File: config.mk
export PLATFORM = sky130hd
export DESIGN_NAME = lbs_switch
export DESIGN_NICKNAME = d
export VERILOG_FILES = /design/src/rtl/lbs_pkg.sv /design/src/rtl/lbs_slot_ctr.sv /design/src/rtl/lbs_cell_fifo.sv /design/src/rtl/lbs_mid_port.sv /design/src/rtl/lbs_switch.sv
export SDC_FILE = /design/constraint.sdc
export NUM_CORES = 2
export LEC_CHECK = 0
export ABC_AREA = 1
export CORE_ASPECT_RATIO = 2
export CORE_MARGIN = 2
export CORE_UTILIZATION = 58
export CTS_BUF_LIST = sky130_fd_sc_hd__clkbuf_4
export CTS_CLUSTER_DIAMETER = 200
export CTS_CLUSTER_SIZE = 20
export DETAILED_ROUTE_END_ITERATION = 8
export GPL_ROUTABILITY_DRIVEN = 1
export HOLD_SLACK_MARGIN = 0.1
export PLACE_DENSITY = 0.75
export SETUP_SLACK_MARGIN = 0.1
export SLEW_MARGIN = 40
export SYNTH_ARGS = -nofsm -noshare
export SYNTH_HDL_FRONTEND = slang
export SYNTH_SLANG_ARGS = --single-unit
File: constraint.sdc
create_clock -name clk -period 10.1 [get_ports clk]
set_input_delay 2.02 -clock clk [delete_from_list [all_inputs] [get_ports clk]]
set_output_delay 2.02 -clock clk [all_outputs]
set_load 0.01 [all_outputs]
File: src/rtl/lbs_pkg.sv
package lbs_pkg;
  // (a + b) mod n for a, b < n
  function automatic int unsigned lbs_wrap_add(input int unsigned a, input int unsigned b,
                                               input int unsigned n);
    int unsigned s;
    s = a + b;
    if (s >= n) s = s - n;
    return s;
  endfunction

  // (a - b) mod n for a, b < n
  function automatic int unsigned lbs_wrap_sub(input int unsigned a, input int unsigned b,
                                               input int unsigned n);
    int unsigned s;
    s = a + n - b;
    if (s >= n) s = s - n;
    return s;
  endfunction
endpackage

File: src/rtl/lbs_slot_ctr.sv
module lbs_slot_ctr #(
  parameter int N  = 4,
  parameter int PW = (N > 1) ? $clog2(N) : 1
) (
  input  logic          clk,
  input  logic          rst,
  output logic [PW-1:0] slot
);
  always_ff @(posedge clk) begin
    if (rst)                    slot <= '0;
    else if (slot == PW'(N-1))  slot <= '0;
    else                        slot <= slot + 1'b1;
  end

  a_r2_slot_wrap: assert property (@(posedge clk) disable iff (rst)
    (slot == PW'(N-1)) |=> (slot == '0));
  a_r2_slot_range: assert property (@(posedge clk) disable iff (rst)
    (int'(slot) < N));
endmodule

File: src/rtl/lbs_cell_fifo.sv
module lbs_cell_fifo #(
  parameter int DW    = 16,
  parameter int DEPTH = 8
) (
  input  logic          clk,
  input  logic          rst,
  input  logic          push,
  input  logic [DW-1:0] push_data,
  input  logic          pop,
  output logic [DW-1:0] head,
  output logic          nonempty,
  output logic          full
);
  localparam int AW = (DEPTH > 1) ? $clog2(DEPTH) : 1;
  localparam int CNTW = $clog2(DEPTH + 1);

  logic [DW-1:0]   mem [DEPTH];
  logic [AW-1:0]   wr_ptr, rd_ptr;
  logic [CNTW-1:0] fill;

  // storage has no reset so it maps onto RAM
  always_ff @(posedge clk) begin
    if (push) mem[wr_ptr] <= push_data;
  end

  always_ff @(posedge clk) begin
    if (rst) begin
      wr_ptr <= '0;
      rd_ptr <= '0;
      fill   <= '0;
    end else begin
      if (push) wr_ptr <= (wr_ptr == AW'(DEPTH-1)) ? '0 : wr_ptr + 1'b1;
      if (pop)  rd_ptr <= (rd_ptr == AW'(DEPTH-1)) ? '0 : rd_ptr + 1'b1;
      case ({push, pop})
        2'b10:   fill <= fill + 1'b1;
        2'b01:   fill <= fill - 1'b1;
        default: fill <= fill;
      endcase
    end
  end

  assign head     = mem[rd_ptr];
  assign nonempty = (fill != '0);
  assign full     = (fill == CNTW'(DEPTH));

  a_r6_no_push_when_full: assert property (@(posedge clk) disable iff (rst)
    push |-> !full);
  a_r5_no_pop_when_empty: assert property (@(posedge clk) disable iff (rst)
    pop |-> nonempty);
  a_r6_fill_bound: assert property (@(posedge clk) disable iff (rst)
    int'(fill) <= DEPTH);
endmodule

File: src/rtl/lbs_mid_port.sv
module lbs_mid_port
  import lbs_pkg::*;
#(
  parameter int N     = 4,
  parameter int PW    = (N > 1) ? $clog2(N) : 1,
  parameter int DW    = 16,
  parameter int DEPTH = 8,
  parameter int IDX   = 0
) (
  input  logic          clk,
  input  logic          rst,
  input  logic [PW-1:0] slot,
  input  logic          cell_valid,
  input  logic [PW-1:0] cell_dest,
  input  logic [DW-1:0] cell_data,
  output logic          sel_valid,
  output logic [DW-1:0] sel_data,
  output logic          drop
);
  logic [N-1:0]  push_w, pop_w, nonempty_w, full_w;
  logic [DW-1:0] head_w [N];
  logic [PW-1:0] serve_q;

  // second-stage rotation: this port faces output (IDX + t) mod N
  always_comb serve_q = PW'(lbs_wrap_add(IDX, int'(slot), N));

  for (genvar q = 0; q < N; q++) begin : g_q
    assign push_w[q] = cell_valid && (cell_dest == PW'(q)) && !full_w[q];
    assign pop_w[q]  = (serve_q == PW'(q)) && nonempty_w[q];
    lbs_cell_fifo #(.DW(DW), .DEPTH(DEPTH)) u_fifo (
      .clk      (clk),
      .rst      (rst),
      .push     (push_w[q]),
      .push_data(cell_data),
      .pop      (pop_w[q]),
      .head     (head_w[q]),
      .nonempty (nonempty_w[q]),
      .full     (full_w[q])
    );
  end

  assign sel_valid = nonempty_w[serve_q];
  assign sel_data  = head_w[serve_q];
  assign drop      = cell_valid && full_w[cell_dest];

  a_r4_single_pop: assert property (@(posedge clk) disable iff (rst)
    $onehot0(pop_w));
  a_r3_single_push: assert property (@(posedge clk) disable iff (rst)
    $onehot0(push_w));
endmodule

File: src/rtl/lbs_switch.sv
module lbs_switch
  import lbs_pkg::*;
#(
  parameter int N     = 4,
  parameter int DW    = 16,
  parameter int DEPTH = 8,
  parameter int CW    = 16,
  localparam int PW   = (N > 1) ? $clog2(N) : 1
) (
  input  logic            clk,
  input  logic            rst,
  input  logic [N-1:0]    in_valid,
  input  logic [N*PW-1:0] in_dest,
  input  logic [N*DW-1:0] in_data,
  output logic [N-1:0]    out_valid,
  output logic [N*DW-1:0] out_data,
  output logic [CW-1:0]   drop_count
);
  logic [PW-1:0] slot;
  logic [N-1:0]  mid_valid, sel_valid, drop_vec;
  logic [PW-1:0] mid_dest [N];
  logic [DW-1:0] mid_data [N];
  logic [DW-1:0] sel_data [N];

  lbs_slot_ctr #(.N(N), .PW(PW)) u_slot (
    .clk (clk),
    .rst (rst),
    .slot(slot)
  );

  // stage one: intermediate port k listens to input (k - t) mod N
  for (genvar k = 0; k < N; k++) begin : g_mid
    logic [PW-1:0] src;
    always_comb src = PW'(lbs_wrap_sub(k, int'(slot), N));
    assign mid_valid[k] = in_valid[src];
    assign mid_dest[k]  = in_dest[src*PW +: PW];
    assign mid_data[k]  = in_data[src*DW +: DW];

    lbs_mid_port #(.N(N), .PW(PW), .DW(DW), .DEPTH(DEPTH), .IDX(k)) u_mid (
      .clk       (clk),
      .rst       (rst),
      .slot      (slot),
      .cell_valid(mid_valid[k]),
      .cell_dest (mid_dest[k]),
      .cell_data (mid_data[k]),
      .sel_valid (sel_valid[k]),
      .sel_data  (sel_data[k]),
      .drop      (drop_vec[k])
    );
  end

  // stage two: output j is fed by intermediate port (j - t) mod N
  for (genvar j = 0; j < N; j++) begin : g_out
    logic [PW-1:0] feeder;
    always_comb feeder = PW'(lbs_wrap_sub(j, int'(slot), N));
    always_ff @(posedge clk) begin
      if (rst) begin
        out_valid[j]           <= 1'b0;
        out_data[j*DW +: DW]   <= '0;
      end else begin
        out_valid[j]           <= sel_valid[feeder];
        out_data[j*DW +: DW]   <= sel_data[feeder];
      end
    end

    a_r8_dest_range: assert property (@(posedge clk) disable iff (rst)
      in_valid[j] |-> (int'(in_dest[j*PW +: PW]) < N));
  end

  always_ff @(posedge clk) begin
    if (rst) drop_count <= '0;
    else     drop_count <= drop_count + CW'($countones(drop_vec));
  end

  a_r6_drop_needs_traffic: assert property (@(posedge clk) disable iff (rst)
    !$stable(drop_count) |-> $past(|in_valid));
  a_r1_quiet_after_reset: assert property (@(posedge clk)
    $past(rst) |-> (out_valid == '0 && drop_count == '0));
endmodule

== Yosys cells after proc, flatten, opt, wreduce, memory -nomap -nowiden ==
Memory sizes are Yosys's and may differ from the RTL's. A register that Yosys moved wholly into a read port is not among the register bits.
Cells that the tools add are included.
Cells by class
  reduce and logical (&&, ||, !) cells: 109
  equality and inequality tests: 105
  $add $sub $neg: 84
  $lt $le $gt $ge: 28
  multiplexer cells: 176
  bitwise operators: 8
  shifts and indexed selects: 8
Operators by type and width (number)
  $bmux W16 S2: 8
  $mux W16: 16
  $shiftx A64 B7 Y16: 4
  $mux W3: 64
  $ge A32 B3 Y1 const B: 4
  $pmux W4 S2: 16
  $add A3 B1 Y3 const B: 32
  $eq A3 B3 Y1 const B: 32
  $eq A2 B2 Y1 const B: 33
  $add A4 B1 Y4 const B: 16
  $eq A4 B4 Y1 const B: 16
  $reduce_bool A4 Y1: 16
  $sub A4 B1 Y4 const B: 16
  $logic_and A1 B1 Y1: 52
  $eq A2 B1 Y1 const B: 24
  $mux W1: 48
  $lt A2 B3 Y1 const B: 12
  $ge A3 B3 Y1 const B: 11
  $bmux W1 S2: 16
  $reduce_bool A2 Y1: 16
  $shiftx A8 B4 Y2: 4
  $not A2 Y3: 8
  $add A16 B3 Y16: 1
  $logic_not A1 Y1: 16
  11 further kinds: 37
Word-level totals
  bits of input ports: 78
  memory bits (writable): 2048
  logic and storage cells: 592
  register bits: 246
  output and inout port bits: 84
  memories: 16
Memories
  g_mid[0].u_mid.g_q[0].u_fifo.mem: words 8, bits a word 16, rd ports 1, clocked after memory_dff 1, wr ports 1, RTL line lbs_cell_fifo.sv:17  | logic [DW-1:0] mem [DEPTH];
  g_mid[0].u_mid.g_q[1].u_fifo.mem: words 8, bits a word 16, rd ports 1, clocked after memory_dff 1, wr ports 1, RTL line lbs_cell_fifo.sv:17
  g_mid[0].u_mid.g_q[2].u_fifo.mem: words 8, bits a word 16, rd ports 1, clocked after memory_dff 1, wr ports 1, RTL line lbs_cell_fifo.sv:17
  g_mid[0].u_mid.g_q[3].u_fifo.mem: words 8, bits a word 16, rd ports 1, clocked after memory_dff 1, wr ports 1, RTL line lbs_cell_fifo.sv:17
  g_mid[1].u_mid.g_q[0].u_fifo.mem: words 8, bits a word 16, rd ports 1, clocked after memory_dff 1, wr ports 1, RTL line lbs_cell_fifo.sv:17
  g_mid[1].u_mid.g_q[1].u_fifo.mem: words 8, bits a word 16, rd ports 1, clocked after memory_dff 1, wr ports 1, RTL line lbs_cell_fifo.sv:17
  +10 memories

== Depth between registers and ports, before layout ==
  word-level depth: 10
  mapped depth: 28
  depth with buffers taken out: 23

== By module ==
From an unflattened synthesis, not the netlist that was laid out.
Unflattened totals
  cells, all modules: 8751
  area, all modules: 99178.9 um^2
By module, submodules not included
  lbs_cell_fifo (g_mid[0].u_mid.g_q[1].u_fifo ...): sequential area each 4103.9 um^2, cells an instance 450, area each 5676.7 um^2, instances 13
  lbs_cell_fifo (g_mid[0].u_mid.g_q[0].u_fifo ...): sequential area each 4103.9 um^2, cells an instance 453, area each 5680.4 um^2, instances 3
  lbs_switch: sequential area each 1681.6 um^2, cells an instance 1015, area each 5754.3 um^2, instances 1
  lbs_mid_port (g_mid[0].u_mid ...): sequential area each 0.0 um^2, cells an instance 116, area each 540.5 um^2, instances 2
  lbs_mid_port (g_mid[3].u_mid): sequential area each 0.0 um^2, cells an instance 143, area each 726.9 um^2, instances 1
  lbs_mid_port (g_mid[1].u_mid): sequential area each 0.0 um^2, cells an instance 143, area each 703.2 um^2, instances 1
  lbs_slot_ctr: sequential area each 40.0 um^2, cells an instance 9, area each 75.1 um^2, instances 1

== Worst setup path after synthesis ==
No wires, ideal clock.
  path type: input port to flip-flop
  from: input in_dest[5]
  to: register drop_count[14]
  data required time: 9.968 ns
  slack: 5.115 ns
  library setup time: 0.132 ns
  arrival time: 4.853 ns
  buffers on the path: 0
  stages: 23
  cells stage by stage: inv_1 -> o21ai_1 -> inv_1 -> nand2_1 -> o21ai_1 -> nand3_1 -> inv_1 -> nor3_1 -> nand3_1 -> fa_1 -> inv_1 -> fa_1 -> fa_1 -> nand2_1 -> nor2_1 -> nand2_1 -> nor2_1 -> nand2_1 -> nor2_1 -> nand2_1 -> nor2_1 -> a21oi_1 -> nor3_1
On the way
  longest elaborated chain between the ends: 7
  elaborated cells on any way between the ends: 20
  classes of those cells: 4 x add/sub; 4 x shift; 8 x mux; 4 x reduce/logical
RTL lines
  start: declaration: RTL line lbs_switch.sv:13  | input logic [N*PW-1:0] in_dest,
  $shiftx A8 B4 Y2: RTL line lbs_switch.sv:36  | assign mid_dest[k] = in_dest[src*PW +: PW];
  $bmux W1 S2: RTL line lbs_mid_port.sv:44  | assign drop = cell_valid && full_w[cell_dest];
  $mux W1 (not written as such): RTL line lbs_mid_port.sv:44
  $logic_and A1 B1 Y1: RTL line lbs_mid_port.sv:44
  $add A1 B1 Y2 (not written as such): RTL line lbs_switch.sv:72  | else drop_count <= drop_count + CW'($countones(drop_vec));
  $add A2 B2 Y3 (not written as such) (*): RTL line lbs_switch.sv:72
  $add A16 B3 Y16 (*): RTL line lbs_switch.sv:72
  end signal: assignment: RTL line lbs_switch.sv:72
  end: declaration: RTL line lbs_switch.sv:17  | output logic [CW-1:0] drop_count
Every way passes the cells marked *; elsewhere a longest branch is shown, timed or not. The select of a mux whose other input is x is not followed.
A chain may end at the register's enable or synchronous reset.

== Worst setup path after layout ==
  from: register u_slot.slot[0]
  to: register drop_count[12]
On the way
  longest elaborated chain between the ends: 10
  elaborated cells on any way between the ends: 44
  classes of those cells: 12 x add/sub; 4 x order compare; 4 x shift; 20 x mux; 4 x reduce/logical
RTL lines
  start: declaration: RTL line lbs_slot_ctr.sv:7  | output logic [PW-1:0] slot
  start signal: assignment: RTL line lbs_slot_ctr.sv:12  | else slot <= slot + 1'b1;
  $sub A3 B2 Y4: RTL line lbs_pkg.sv:15  | s = a + n - b;
  $ge A32 B3 Y1 or $sub A2 B1 Y2 (tied branches): RTL line lbs_pkg.sv:16  | if (s >= n) s = s - n;
  $mux W2: RTL line lbs_pkg.sv:16
  $shiftx A8 B4 Y2: RTL line lbs_switch.sv:36
  $bmux W1 S2: RTL line lbs_mid_port.sv:44
  $mux W1 (not written as such): RTL line lbs_mid_port.sv:44
  $logic_and A1 B1 Y1: RTL line lbs_mid_port.sv:44
  $add A1 B1 Y2 (not written as such): RTL line lbs_switch.sv:72
  $add A2 B2 Y3 (not written as such) (*): RTL line lbs_switch.sv:72
  $add A16 B3 Y16 (*): RTL line lbs_switch.sv:72
Marked as above.

==> results.yml <==
floorplanning:
  die_w_um: 299
  die_area_um2: 178000
  fp.dieH_um: 595
  coreArea_um2: 173000
  io_pins: 162
  start_util: 0.585
  row_count: 216
power:
  leakagePower_nw: 43.0
  peakVddDrop_mv: 0.172
  powerDensity_nw_per_um2: 207
  p_int_mw: 14.3
  power_frac_seq: 0.531
  p_switching_mw: 8.10
  clkPwrFrac: 0.174
  switching_share: 0.362
  p_comb_frac: 0.295
worst_setup_path:
  criticalPathCategory: "register to register"
  worstPathRequired_ns: 11.26
  arrival_ns: 6.91
  critPathCaptureType: "register"
  rr_worst_depth: 21
  crit_fanout: 93
  worst_setup_path_start_kind: "register"
global_routing:
  grt_use_total: 0.315
  grt_remaining_overflow: 0
  grt_max_degree: 133
  antenna_found_initial: 17
  first_global_vias: 68900
  grt_pass1_wl_um: 419000
route:
  avgRoutedWirePerCell_um: 23.0
  route.vias.total: 71700
  ant_nets: 0
  vias_per_cell: 5.79
  wl_um: 285000
  drc_errors: 0
  drtIter0Drc: 7563
  drt_first_pass_iters: 6
cts:
  hold_buffers: 0
  clkLatencyLatePin_ns: 1.26
  clock_path_buffers: 4
  clk_pin_slew_ns: 0.25
  cts_buffers: 143
  cts_resized: 0
  h-tree-depth: 4
  cts.sinks: 2342
  post-cts-setup-buffers: 0
  root_buffer: "clkbuf_4"
  tritoncts: "built"
final_layout:
  fin_util: 0.624
  regArea_um2: 67400
  fin_nets: 10200
  fin_area_um2: 108000
  fill_cells: 13600
  multi_input_area_um2: 28400
  area_delta_synth_final_pct: 6.78
  layout-drive-gt1-share: 0.0653
timing:
  layout_min_cycle_time_ns: 5.75
  fmax_ghz: 0.174
  hold_violations: 0
  tns_ns: 0
  finClkSkew_ns: 0.123
  drv_slew: 0
  finalSetupViolations: 0
  worst_slew_pin_slew_ns: 0.936
  post-route-period-util: 0.569
  whs_ns: 0.468
  maxSlewHeadroom: 0.376
  rsz0062_at_grt: "no"
placement:
  gp_congestion: 0.959
  place_area_um2: 106000
  dp_hpwl_um: 192000
  portBuffers: 161
yosys:
  syn_nets: 10100
  ys_warn_count: 0
  synthFlopType: "edfxtp_1"
  synth_top_area_cell: "edfxtp_1"
  synth_cell_types: 43
  ys_ff_latch: 2342
  synthTopCellsByArea: "edfxtp_1 61%, nand2_1 11%, nand3_1 8.2%, dfxtp_1 5.8%, inv_1 3.7%"
  synth_area_um2: 101000
  async_reset_ff_frac: 0
  synth_edf_count: 2048
  seq_area_frac_synth: 0.665
  yosysTopAreaCellShare: 0.607
  netlist_instances: 9929
  synth_area_per_cell_um2: 10.2
status:
  status: "completed"
worst_hold_path:
  worstHoldPathCells: 1
  hp-class: "register to register"
job:
  drv_cap: 0
-- final timing paths --
| check | from | end | slack, ns |
|---|---|---|---|
| worst min-delay path | g_mid[2].u_mid.g_q[1].u_fifo.fill[0] | g_mid[2].u_mid.g_q[1].u_fifo.fill[0] | 0.47 |
| worst max-delay path | u_slot.slot[0] | drop_count[12] | 4.35 |
| worst max register to register | u_slot.slot[0] | drop_count[12] | 4.35 |
| worst min register to register | g_mid[2].u_mid.g_q[1].u_fifo.fill[0] | g_mid[2].u_mid.g_q[1].u_fifo.fill[0] | 0.47 |
-- state kept, by name (all words and copies together), names as in the netlist, named ones only --
register	count
drop_count	16
g_mid.u_mid.g_q.u_fifo.fill	64
g_mid.u_mid.g_q.u_fifo.mem	2048
g_mid.u_mid.g_q.u_fifo.rd_ptr	48
g_mid.u_mid.g_q.u_fifo.wr_ptr	48
out_data	64
out_valid	4
u_slot.slot	2
-- synthesized netlist by cell type, types with 29 or more instances --
library cell,instances
o21ai_0,304
nor2_1,599
inv_1,998
mux2i_1,64
buf_1,56
ha_1,117
nand2_1,2966
a21oi_1,124
xnor2_1,30
dfxtp_1,294
edfxtp_1,2048
nand3_1,1660
clkbuf_1,237
inv_2,29
a211oi_1,36
buf_2,188
-- through the flow --
| step | total power [mW] | instances | setup slack [ns] |
|---|---|---|---|
| floorplan | 15.7 | 9929 | 5.12 |
| detailed placement | 18.6 | 12100 | 3.84 |
| global placement | 18.3 | 12100 | 3.70 |
| global route | 23.2 | 12400 | 3.96 |
| CTS | 22.3 | 12400 | 4.44 |
| finish | 22.4 | 12400 | 4.35 |
-- cells in the final DEF (no fill, tap or decap), types with 3 or more instances in the layout --
cell type	instances
o21ai_4	27
fa_1	19
edfxtp_1	2048
buf_16	5
ha_1	116
nor3_2	7
nor2_2	19
nor2_1	592
dfxtp_2	16
buf_6	4
dfxtp_1	276
buf_8	8
nand2_2	3
o211a_1	16
a211oi_1	36
nor3_1	18
and2_1	3
o21ai_2	46
o21ai_0	240
inv_4	13
nand3b_1	16
diode_2	12
buf_4	229
nand3_1	1660
or2_2	5
inv_2	24
xor2_1	13
nand4_1	14
a21oi_1	124
o21ai_1	8
clkdlybuf4s50_1	160
nand2_1	2966
clkbuf_4	236
mux2i_1	64
clkinv_1	4
o211ai_1	8
inv_1	990
xnor2_1	30
-- area by class of cell --
| type | instances | share of cell area |
|---|---|---|
| Clock buffer | 236 | 0.0164 |
| Clock inverter | 5 | 0.000567 |
| Sequential cell | 2342 | 0.623 |
| Inverter | 1031 | 0.0362 |
| Antenna cell | 12 | 0.000278 |
| Multi-Input combinational cell | 6067 | 0.263 |
| Tap cell | 2289 | 0.0265 |
| Timing Repair Buffer | 407 | 0.0337 |
-- critical path: stages, from the launching register on --
cell     delay (ns)
dfxtp_4        0.68
inv_8          0.32
ha_4           0.70
buf_4          0.71
o21ai_2        0.17
nand3_1        0.16
inv_1          0.05
nor3_1         0.15
nand3_1        0.18
fa_1           0.54
inv_1          0.05
fa_1           0.52
fa_1           0.47
nand2_1        0.10
nor2_1         0.07
nand2_1        0.06
nor2_1         0.05
nand2_1        0.09
nor2_1         0.06
nand2_1        0.12
o21ai_0        0.10
a21oi_1        0.18
-- kinds of logic (layout without fill, tap and decap cells) --
| group | after synthesis | after routing | synth area share |
|---|---|---|---|
| AO/OA/AOI/OAI | 506 | 506 | 0.0272 |
| XOR/XNOR | 43 | 43 | 0.00372 |
| adder cells (fa/ha/maj) | 136 | 136 | 0.0182 |
| buffers and inverters | 1520 | 1679 | 0.0591 |
| flip-flops | 2342 | 2342 | 0.665 |
| multiplexers | 64 | 64 | 0.00633 |
| other | 0 | 12 | 0 |
| AND/OR/NAND/NOR | 5318 | 5318 | 0.220 |
-- metal layers --
metal / GRT usage / routed length (um) / vias up
met5: 0 / 46 / -
met1: 0.370 / 97500 / 34200
met2: 0.521 / 137000 / 3537
li1: - / - / 33200
met3: 0.0465 / 24300 / 839
met4: 0.246 / 26500 / 8
-- power groups by stage --
stage	sequential [mW]	clock (mW)	combinational [mW]
after floorplan	12.0	0	3.65
after global placement	12.1	0	6.23
after detailed placement	12.1	0	6.46
after CTS	11.9	3.94	6.49
after global routing	11.9	4.24	7.07
final	11.9	3.89	6.62
(Power assumes the default switching activity.)
